===== src/rtl/mdma_pkg.sv =====
`timescale 1ns/1ps
package mdma_pkg;
  typedef enum logic [2:0] {
    ST_IDLE,
    ST_SETUP,
    ST_STROBE,
    ST_RECOV,
    ST_HOLD
  } mdma_state_e;
endpackage


===== src/rtl/mdma_tset_bank.sv =====
`timescale 1ns/1ps
module mdma_tset_bank #(
  parameter int N_DEV    = 2,
  parameter int CNT_W    = 8,
  parameter int DEF_TM   = 4,
  parameter int DEF_TD   = 21,
  parameter int DEF_TEOC = 21,
  localparam int DEV_W   = (N_DEV > 1) ? $clog2(N_DEV) : 1
) (
  input  logic             clk_i,
  input  logic             rst_ni,
  input  logic             we_i,
  input  logic [DEV_W-1:0] dev_i,
  input  logic [CNT_W-1:0] tm_i,
  input  logic [CNT_W-1:0] td_i,
  input  logic [CNT_W-1:0] teoc_i,
  output logic [CNT_W-1:0] tm_o   [N_DEV],
  output logic [CNT_W-1:0] td_o   [N_DEV],
  output logic [CNT_W-1:0] teoc_o [N_DEV]
);
  for (genvar d = 0; d < N_DEV; d++) begin : g_dev
    always_ff @(posedge clk_i or negedge rst_ni) begin
      if (!rst_ni) begin
        tm_o[d]   <= CNT_W'(DEF_TM);
        td_o[d]   <= CNT_W'(DEF_TD);
        teoc_o[d] <= CNT_W'(DEF_TEOC);
      end else if (we_i && (dev_i == DEV_W'(d))) begin
        tm_o[d]   <= tm_i;
        td_o[d]   <= td_i;
        teoc_o[d] <= teoc_i;
      end
    end
  end
endmodule


===== src/rtl/mdma_phase_cnt.sv =====
`timescale 1ns/1ps
module mdma_phase_cnt #(
  parameter int CNT_W = 8
) (
  input  logic             clk_i,
  input  logic             rst_ni,
  input  logic             load_i,
  input  logic [CNT_W-1:0] len_i,
  output logic             done_o
);
  logic [CNT_W-1:0] cnt_q;

  // a count of zero behaves as one clock
  always_ff @(posedge clk_i or negedge rst_ni) begin
    if (!rst_ni)                 cnt_q <= '0;
    else if (load_i)             cnt_q <= (len_i == '0) ? '0 : len_i - 1'b1;
    else if (cnt_q != '0)        cnt_q <= cnt_q - 1'b1;
  end

  assign done_o = (cnt_q == '0);
endmodule


===== src/rtl/mdma_seq.sv =====
`timescale 1ns/1ps
module mdma_seq
  import mdma_pkg::*;
#(
  parameter int CNT_W = 8,
  parameter int DEV_W = 1
) (
  input  logic             clk_i,
  input  logic             rst_ni,
  input  logic             en_i,
  input  logic             dmarq_i,
  input  logic             dir_i,
  input  logic [DEV_W-1:0] dev_i,
  input  logic             tx_empty_i,
  input  logic             rx_full_i,
  input  logic             cnt_done_i,
  input  logic [CNT_W-1:0] tm_i,
  input  logic [CNT_W-1:0] td_i,
  input  logic [CNT_W-1:0] teoc_i,
  output logic [DEV_W-1:0] dev_use_o,
  output logic             load_o,
  output logic [CNT_W-1:0] len_o,
  output logic             dmack_o,
  output logic             rd_stb_o,
  output logic             wr_stb_o,
  output logic             tx_pop_o,
  output logic             rd_end_o
);
  mdma_state_e      state_q, state_d;
  logic             dir_q;
  logic [DEV_W-1:0] dev_q;
  logic             word_ok;
  logic             decide;

  assign word_ok = dir_q ? !tx_empty_i : !rx_full_i;
  assign decide  = ((state_q == ST_SETUP || state_q == ST_RECOV) && cnt_done_i)
                 || (state_q == ST_HOLD);

  always_comb begin
    state_d  = state_q;
    load_o   = 1'b0;
    len_o    = tm_i;
    tx_pop_o = 1'b0;
    unique case (state_q)
      ST_IDLE: begin
        if (en_i && dmarq_i) begin
          state_d = ST_SETUP;
          load_o  = 1'b1;
          len_o   = tm_i;
        end
      end
      ST_STROBE: begin
        if (cnt_done_i) begin
          state_d = ST_RECOV;
          load_o  = 1'b1;
          len_o   = teoc_i;
        end
      end
      default: begin
        if (decide) begin
          if (!dmarq_i) begin
            state_d = ST_IDLE;
          end else if (word_ok) begin
            state_d  = ST_STROBE;
            load_o   = 1'b1;
            len_o    = td_i;
            tx_pop_o = dir_q;
          end else begin
            state_d = ST_HOLD;
          end
        end
      end
    endcase
  end

  always_ff @(posedge clk_i or negedge rst_ni) begin
    if (!rst_ni) begin
      state_q <= ST_IDLE;
      dir_q   <= 1'b0;
      dev_q   <= '0;
    end else begin
      state_q <= state_d;
      if (state_q == ST_IDLE && state_d == ST_SETUP) begin
        dir_q <= dir_i;
        dev_q <= dev_i;
      end
    end
  end

  // live select while idle so the setup count of the new burst is correct
  assign dev_use_o = (state_q == ST_IDLE) ? dev_i : dev_q;
  assign dmack_o   = (state_q != ST_IDLE);
  assign rd_stb_o  = (state_q == ST_STROBE) && !dir_q;
  assign wr_stb_o  = (state_q == ST_STROBE) && dir_q;
  assign rd_end_o  = rd_stb_o && cnt_done_i;
endmodule


===== src/rtl/mdma_xfer_dp.sv =====
`timescale 1ns/1ps
module mdma_xfer_dp #(
  parameter int DATA_W = 16
) (
  input  logic              clk_i,
  input  logic              rst_ni,
  input  logic              tx_pop_i,
  input  logic [DATA_W-1:0] tx_data_i,
  input  logic              rd_end_i,
  input  logic [DATA_W-1:0] dd_i,
  output logic [DATA_W-1:0] dd_o,
  output logic [DATA_W-1:0] rx_data_o,
  output logic              rx_push_o
);
  always_ff @(posedge clk_i or negedge rst_ni) begin
    if (!rst_ni) begin
      dd_o      <= '0;
      rx_data_o <= '0;
      rx_push_o <= 1'b0;
    end else begin
      if (tx_pop_i) dd_o <= tx_data_i;
      if (rd_end_i) rx_data_o <= dd_i;
      rx_push_o <= rd_end_i;
    end
  end
endmodule


===== src/rtl/mdma_timing_gen.sv =====
`timescale 1ns/1ps
module mdma_timing_gen #(
  parameter int N_DEV    = 2,
  parameter int CNT_W    = 8,
  parameter int DATA_W   = 16,
  parameter int DEF_TM   = 4,
  parameter int DEF_TD   = 21,
  parameter int DEF_TEOC = 21,
  localparam int DEV_W   = (N_DEV > 1) ? $clog2(N_DEV) : 1
) (
  input  logic              clk_i,
  input  logic              rst_ni,
  input  logic              dma_en_i,
  input  logic              dir_tx_i,
  input  logic [DEV_W-1:0]  dev_sel_i,
  input  logic              dmarq_i,
  output logic              dmack_o,
  output logic              rd_stb_o,
  output logic              wr_stb_o,
  input  logic [DATA_W-1:0] dd_i,
  output logic [DATA_W-1:0] dd_o,
  output logic              dd_oe_o,
  input  logic              tx_empty_i,
  input  logic [DATA_W-1:0] tx_data_i,
  output logic              tx_pop_o,
  input  logic              rx_full_i,
  output logic [DATA_W-1:0] rx_data_o,
  output logic              rx_push_o,
  output logic              busy_o,
  input  logic              cfg_we_i,
  input  logic [DEV_W-1:0]  cfg_dev_i,
  input  logic [CNT_W-1:0]  cfg_tm_i,
  input  logic [CNT_W-1:0]  cfg_td_i,
  input  logic [CNT_W-1:0]  cfg_teoc_i
);
  logic [CNT_W-1:0] tm_arr   [N_DEV];
  logic [CNT_W-1:0] td_arr   [N_DEV];
  logic [CNT_W-1:0] teoc_arr [N_DEV];
  logic [DEV_W-1:0] dev_use;
  logic             cnt_load, cnt_done, rd_end;
  logic [CNT_W-1:0] cnt_len;

  mdma_tset_bank #(
    .N_DEV(N_DEV), .CNT_W(CNT_W),
    .DEF_TM(DEF_TM), .DEF_TD(DEF_TD), .DEF_TEOC(DEF_TEOC)
  ) u_bank (
    .clk_i(clk_i), .rst_ni(rst_ni), .we_i(cfg_we_i), .dev_i(cfg_dev_i),
    .tm_i(cfg_tm_i), .td_i(cfg_td_i), .teoc_i(cfg_teoc_i),
    .tm_o(tm_arr), .td_o(td_arr), .teoc_o(teoc_arr)
  );

  mdma_phase_cnt #(.CNT_W(CNT_W)) u_cnt (
    .clk_i(clk_i), .rst_ni(rst_ni), .load_i(cnt_load), .len_i(cnt_len),
    .done_o(cnt_done)
  );

  mdma_seq #(.CNT_W(CNT_W), .DEV_W(DEV_W)) u_seq (
    .clk_i(clk_i), .rst_ni(rst_ni), .en_i(dma_en_i), .dmarq_i(dmarq_i),
    .dir_i(dir_tx_i), .dev_i(dev_sel_i), .tx_empty_i(tx_empty_i),
    .rx_full_i(rx_full_i), .cnt_done_i(cnt_done),
    .tm_i(tm_arr[dev_use]), .td_i(td_arr[dev_use]), .teoc_i(teoc_arr[dev_use]),
    .dev_use_o(dev_use), .load_o(cnt_load), .len_o(cnt_len),
    .dmack_o(dmack_o), .rd_stb_o(rd_stb_o), .wr_stb_o(wr_stb_o),
    .tx_pop_o(tx_pop_o), .rd_end_o(rd_end)
  );

  mdma_xfer_dp #(.DATA_W(DATA_W)) u_dp (
    .clk_i(clk_i), .rst_ni(rst_ni), .tx_pop_i(tx_pop_o), .tx_data_i(tx_data_i),
    .rd_end_i(rd_end), .dd_i(dd_i), .dd_o(dd_o), .rx_data_o(rx_data_o),
    .rx_push_o(rx_push_o)
  );

  assign dd_oe_o = wr_stb_o;
  assign busy_o  = dmack_o;
endmodule


===== config.mk =====
export PLATFORM = sky130hd
export DESIGN_NAME = mdma_timing_gen
export DESIGN_NICKNAME = d
export VERILOG_FILES = /design/src/rtl/mdma_pkg.sv /design/src/rtl/mdma_tset_bank.sv /design/src/rtl/mdma_phase_cnt.sv /design/src/rtl/mdma_seq.sv /design/src/rtl/mdma_xfer_dp.sv /design/src/rtl/mdma_timing_gen.sv
export SDC_FILE = /design/constraint.sdc
export NUM_CORES = 1
export LEC_CHECK = 0
export BUFFER_PORTS_ARGS = -buffer_cell sky130_fd_sc_hd__buf_2
export CAP_MARGIN = 20
export CORE_UTILIZATION = 50
export CTS_BUF_LIST = sky130_fd_sc_hd__clkbuf_16
export DETAILED_ROUTE_END_ITERATION = 16
export GPL_TIMING_DRIVEN = 0
export PLACE_DENSITY = 0.78
export SLEW_MARGIN = 10
export SYNTH_ARGS = -nofsm -noshare
export SYNTH_HDL_FRONTEND = slang
export SYNTH_SLANG_ARGS = --single-unit

===== constraint.sdc =====
create_clock -name clk_i -period 7 [get_ports clk_i]
set_input_delay 0.7 -clock clk_i [delete_from_list [all_inputs] [get_ports clk_i]]
set_output_delay 0.7 -clock clk_i [all_outputs]
set_load 0.01 [all_outputs]

Word level (Yosys, flattened, before mapping). Cells that the tools add are included.

Bits in registers: 94. Bits of input ports: 66. Output and inout bits: 39.

$add $sub $neg: 2. Magnitude comparators: 1. Equal/unequal tests: 5. Multiplexer cells: 35. Bitwise operators: 2. Reduce and logical (&&, ||, !) cells: 20.

Operators with widths (count): 8-bit 2-to-1 mux (16); 8-bit logical NOT (2); 8-bit one-hot mux with 2 select lines (1); 8-bit by 1-bit subtractor with 8-bit output (second input constant) (2); 3-bit 2-to-1 mux (5); 1-bit 2-to-1 mux (11); 1-bit logical AND (8); 8-bit nonzero test (1); 3-bit by 1-bit == test with 1-bit output (second input constant) (2); 3-bit by 2-bit == test with 1-bit output (second input constant) (2); 3-bit one-hot mux with 2 select lines (1); 3-bit == test (second input constant) (1); 1-bit logical NOT (3); 3-bit logical NOT (1); 3-bit nonzero test (1); 2-bit >= comparator (second input constant) (1); 1-bit logical OR (2); 1-bit NOT with 2-bit output (1); 1-bit one-hot mux with 2 select lines (1); 2-bit nonzero test (1); 2-bit OR reduction (1); 1-bit NOT (1).

Logic depth before layout (Yosys ltp).
Depth in word-level cells: 13. Depth in mapped cells: 11. Gate-level depth less buffers: 11.

By module. Synthesis repeated with hierarchy kept, for this count alone.

Cell total of the unflattened synthesis: 360. Area, all modules: 5046.1 um2.

By module, submodules not included: mdma_tset_bank (times used 1, cells an instance 103, area an instance 1928.1 um2, sequential area each 1218.7 um2); mdma_xfer_dp (times used 1, cells an instance 69, area an instance 1323.8 um2, sequential area each 825.8 um2); mdma_seq (times used 1, cells an instance 93, area an instance 750.7 um2, sequential area each 125.1 um2); mdma_phase_cnt (times used 1, cells an instance 66, area an instance 631.9 um2, sequential area each 200.2 um2); mdma_timing_gen (times used 1, cells an instance 29, area an instance 411.6 um2, sequential area each 0.0 um2).

Least setup slack after synthesis. OpenSTA, ideal clock, no wires.

Kind: in2reg. From: input dev_sel_i. To: register u_cnt.cnt_q[5]. Library setup time: 0.120 ns. Arrival time: 2.821 ns. Slack: 4.059 ns. Stages: 10. Path buffers: 2. Cell sequence: or4b_1 > buf_2 > nand2_1 > buf_2 > mux2i_1 > o22ai_1 > a31o_2 > nor4_4 > mux2i_2 > o211a_1.

Cells in the longest elaborated chain, start to end: 12. Elaborated cells between the ends (all ways): 20. Classes of those cells: add/sub (1); mux (17); bitwise (1); reduce/logical (1).

RTL lines: from (decl) (line mdma_timing_gen.sv:15) `input logic [DEV_W-1:0] dev_sel_i,`; 1-bit 2-to-1 mux * (line mdma_seq.sv:91) `assign dev_use_o = (state_q == ST_IDLE) ? dev_i : dev_q;`; 1-bit NOT with 2-bit output (not written as such) * (line mdma_timing_gen.sv:61) `.tm_i(tm_arr[dev_use]), .td_i(td_arr[dev_use]), .teoc_i(teoc_arr[dev_use]),`; 8-bit 2-to-1 mux (not written as such) (3 in series) (line mdma_timing_gen.sv:61); 8-bit 2-to-1 mux (line mdma_seq.sv:63) `end else if (word_ok) begin`; 8-bit 2-to-1 mux (line mdma_seq.sv:61) `if (!dmarq_i) begin`; 8-bit 2-to-1 mux (line mdma_seq.sv:60) `if (decide) begin`; 8-bit one-hot mux with 2 select lines * (line mdma_seq.sv:44) `unique case (state_q)`; 8-bit by 1-bit subtractor with 8-bit output or 8-bit logical NOT (tied branches) (line mdma_phase_cnt.sv:16) `else if (load_i) cnt_q <= (len_i == '0) ? '0 : len_i - 1'b1;`; 8-bit 2-to-1 mux * (2 in series) (line mdma_phase_cnt.sv:16); to (signal assigned) (line mdma_phase_cnt.sv:16); to (signal assigned) (line mdma_phase_cnt.sv:17) `else if (cnt_q != '0) cnt_q <= cnt_q - 1'b1;`; to (decl) (line mdma_phase_cnt.sv:11) `logic [CNT_W-1:0] cnt_q;`.

Mark *: on every way between the ends. The rest lies on a longest branch, timed or not. The select of a mux whose other input is x is not followed. A chain may end at the register's enable or synchronous reset.

Worst setup path in the final report.
From: register u_cnt.cnt_q[0]. To: output tx_pop_o.

Cells in the longest elaborated chain, start to end: 5.

RTL lines: 8-bit logical NOT (line mdma_phase_cnt.sv:20) `assign done_o = (cnt_q == '0);`; 1-bit logical AND (line mdma_seq.sv:36) `assign decide = ((state_q == ST_SETUP || state_q == ST_RECOV) && cnt_done_i)`; 1-bit logical OR (line mdma_seq.sv:37) `|| (state_q == ST_HOLD);`; 1-bit 2-to-1 mux (line mdma_seq.sv:60); 1-bit 2-to-1 mux (line mdma_seq.sv:44); to (decl) (line mdma_timing_gen.sv:25) `output logic tx_pop_o,`.

Every way passes these cells.

==> impl_metrics.py <==
metrics = {
    "layout": {
        "drive_above_1_share_pct": 48.80,
        "final_cell_mix": "buf_2 (109), mux2_2 (82), dfrtp_1 (80), nand2_1 (21)",
        "fillers": 685,
        "fin_cells": 606,
        "final_common_cell": "buf_2",
        "nNetsFinal": 563,
        "diodes": 0,
        "areaGrowthSynthToFinish_pct": 21.40,
    },
    "clock_tree": {
        "cts.root.buffer_cell": "clkbuf_16",
        "clock_path_buffers": 2,
        "cts.sinks": 94,
        "cts_buffers": 9,
        "htree_levels": 3,
        "ctsResizeCount": 0,
        "clk_pin_slew_worst_paths_ps": 70,
        "cts_setup_buffers": 0,
        "insertion_delay_ps": 340,
        "cts_tree": "yes",
        "ctsHoldBuffers": 0,
    },
    "sta": {
        "setup-tns-final_ps": 0,
        "worst_pin_slew_ps": 791.1,
        "setup_viol": 0,
        "slew_viol_final": 0,
        "rsz0062_at_grt": "no",
        "fin_crit_sh_pct": 57.23,
        "fmax_mhz": 249.6,
        "fin_worst_skew_ps": 8.594,
        "slew_headroom_pct": 46.52,
        "hold_viol": 0,
        "period_needed_ps": 4006,
    },
    "routing": {
        "viasPerCell": 5.855,
        "drt_first_pass_iters": 11,
        "final_antenna_net_count": 0,
        "drt_wl_total_mm": 10.48,
        "vias": 3548,
        "drtIter0Drc": 203,
        "wire_per_inst_um": 17.29,
        "drc": 2,
    },
    "critical_path": {
        "critPathSlowestCell": "nor3b_2",
        "crit_arrival_ps": 3310,
        "start_kind": "flip-flop",
        "end_kind": "primary output",
        "cp_cell_sequence": "inv_1 > ha_1 > nor3b_2 > a31oi_1 > nor2_1 > and3_1 > clkbuf_1 > buf_2 > buf_2",
        "slowest_delay_ps": 450,
        "worstSetupPathType": "flip-flop to primary output",
        "crit_path_max_fanout": 10,
        "worstPathRequired_ps": 6300,
        "crit_top_cell": "buf_2",
    },
    "synth": {
        "synthXorXnorAreaFrac_pct": 1.901,
        "seq_area_frac_synth_pct": 51.43,
        "synth.mux.area_fraction_pct": 22.07,
        "ys_seq_elements": 94,
        "ys_types": 48,
        "synth_top_family_by_area": "multiplexers",
        "synthSimpleGateAreaFrac_pct": 10.32,
        "synth_warnings": 0,
        "postSynth.asyncResetShare_pct": 100.0,
        "synth_ff_type": "dfrtp_1",
        "synthAdderAreaFrac_pct": 1.086,
        "postSynthNetCount": 447,
        "syn_avg_cell_area_sq_um": 12.22,
        "synthesis.instances": 377,
        "synth-compound-area-share_pct": 10.59,
        "synth_edf_count": 0,
        "synth.cell_area_sq_um": 4608,
    },
    "outcome": {
        "run_status": "complete, but fails checks",
        "violations": "DRC",
    },
    "floorplan": {
        "die_h_um": 98,
        "dieArea_sq_um": 9604,
        "row_count": 34,
        "boundaryPins": 105,
        "fp.dieW_um": 98,
        "initial_core_util_pct": 52.33,
        "core_area_sq_um": 8806,
    },
    "global_route": {
        "grt_busiest_layer": "met2",
        "use_met3_pct": 5.297,
        "antenna_found_initial": 0,
        "grt_pass1_wl_mm": 17.38,
        "overflow": 0,
        "gr-usage-met2_pct": 37.05,
        "grtUsageTotal_pct": 23.18,
        "grt_pass1_vias": 3657,
        "grt_start_max_net_pins": 55,
        "grt_use_met1_pct": 30.24,
    },
    "place": {
        "dp_cells": 590,
        "dp_hpwl_mm": 7.680,
        "gp_congestion": 0.9281,
        "io_buffers": 104,
    },
    "power_and_ir_drop": {
        "power.leakage_uw": 0.002580,
        "power_density_nw_per_um2": 270.6,
        "ir_worst_vdd_v": 0.0001765,
    },
    "job": {
        "cap_violations": 0,
    },
    "worst_hold_path": {
        "holdCritPathClass": "input pin to asynchronous set/reset pin",
    },
}
## routing by layer
metal  up-vias  routed length, um
met1      1733               4484
met3        26                805
li1       1634                  -
met4         0                250
met2       155               4939
met5         -                  0
## layout make-up
| class | count | area [sq um] | share of cell area [%] |
|---|---|---|---|
| clock inverter | 7 | 75.07 | 1.342 |
| sequential | 94 | 2370 | 42.36 |
| tap | 108 | 135.1 | 2.416 |
| clock buffer | 9 | 225.2 | 4.026 |
| buffer | 22 | 105.1 | 1.879 |
| timing repair buffer | 105 | 550.5 | 9.841 |
| inverter | 4 | 15.01 | 0.2684 |
| multi-input combinational | 257 | 2118 | 37.87 |
## Yosys cell counts (all sizes together), types with 5 or more instances
| master | count | area (sq um) |
|---|---|---|
| nand3 | 21 | 115.1 |
| nand2 | 21 | 78.83 |
| mux2 | 82 | 923.4 |
| and3 | 7 | 43.79 |
| mux2i | 9 | 93.84 |
| dfrtp | 80 | 2002 |
| buf | 10 | 60.05 |
| o211ai | 6 | 45.04 |
| dfstp | 14 | 367.9 |
| a31o | 5 | 43.79 |
| o31ai | 6 | 50.05 |
| o21ai | 20 | 100.1 |
| a21oi | 11 | 55.05 |
| xnor2 | 6 | 52.55 |
| clkbuf | 12 | 45.04 |
| nand4 | 8 | 56.30 |
| nor2 | 9 | 33.78 |
## per-stage QoR
stage / utilization, % / hold slack (ps) / setup WS (ps) / area (sq um) / power (uW)
2_1_floorplan: - / 404.4 / 4059 / 4608 / 925.3
3_3_place_gp: 59.78 / 484.9 / 3533 / 5264 / 1016
3_5_place_dp: 60.12 / 490.5 / 3433 / 5294 / 1039
4_1_cts: 63.53 / 362.2 / 3053 / 5594 / 1524
5_1_grt: 63.53 / 381.7 / 2770 / 5594 / 1594
6_report: 63.53 / 332.1 / 2994 / 5594 / 1514
## registers in the layout, indices dropped and copies added (netlist names)
name and count:
u_bank.td_o 16, u_bank.teoc_o 16, u_bank.tm_o 16, u_cnt.cnt_q 8, u_dp.dd_o 16, u_dp.rx_data_o 16, u_dp.rx_push_o 1, u_seq.dev_q 1
u_seq.dir_q 1, u_seq.state_q 3
## power breakdown
| part | internal, uW | switching, uW | leakage (uW) |
|---|---|---|---|
| Clock | 253 | 230 | 0.000144 |
| Sequential | 633 | 63.8 | 0.00113 |
| Combinational | 163 | 172 | 0.00131 |
| Total | 1050 | 466 | 0.00258 |
## final timing paths
kind | from | endpoint | slack, ps | depth (start not counted)
worst min-delay path | rst_ni | u_bank.td_o[15]$_DFFE_PN0P_ | 330 | 1
worst max-delay path | u_cnt.cnt_q[0]$_DFFE_PN0P_ | tx_pop_o | 2990 | 9
worst min register to register | u_dp.dd_o[9]$_DFFE_PN0P_ | u_dp.dd_o[9]$_DFFE_PN0P_ | 500 | 1
min in group clk_i | u_dp.dd_o[9]$_DFFE_PN0P_ | u_dp.dd_o[9]$_DFFE_PN0P_ | 500 | 1
max in group asynchronous | rst_ni | u_bank.td_o[4]$_DFFE_PN1P_ | 5960 | 2
worst max register to register | u_cnt.cnt_q[0]$_DFFE_PN0P_ | u_cnt.cnt_q[6]$_DFFE_PN0P_ | 3650 | 10
## cells by family (layout without fill, tap and decap cells)
logic type                 count (synthesis)  in the layout
DFF                                       94             94
and+or+nand+nor                           83             83
muxes                                     91             91
xor gates and xnor gates                  10             10
AOI/OAI and AO/OA                         69             69
buffers and inverters                     26            147
adders and majority gates                  4              4
## critical path, delay by kind of cell (launching register included)
kind                       cells  cell delay (ps)
AOI/OAI and AO/OA              1              360
adders and majority gates      1              170
buffers and inverters          4              930
DFF                            1              410
and+or+nand+nor                3             1090
(Power assumes the default switching activity.)
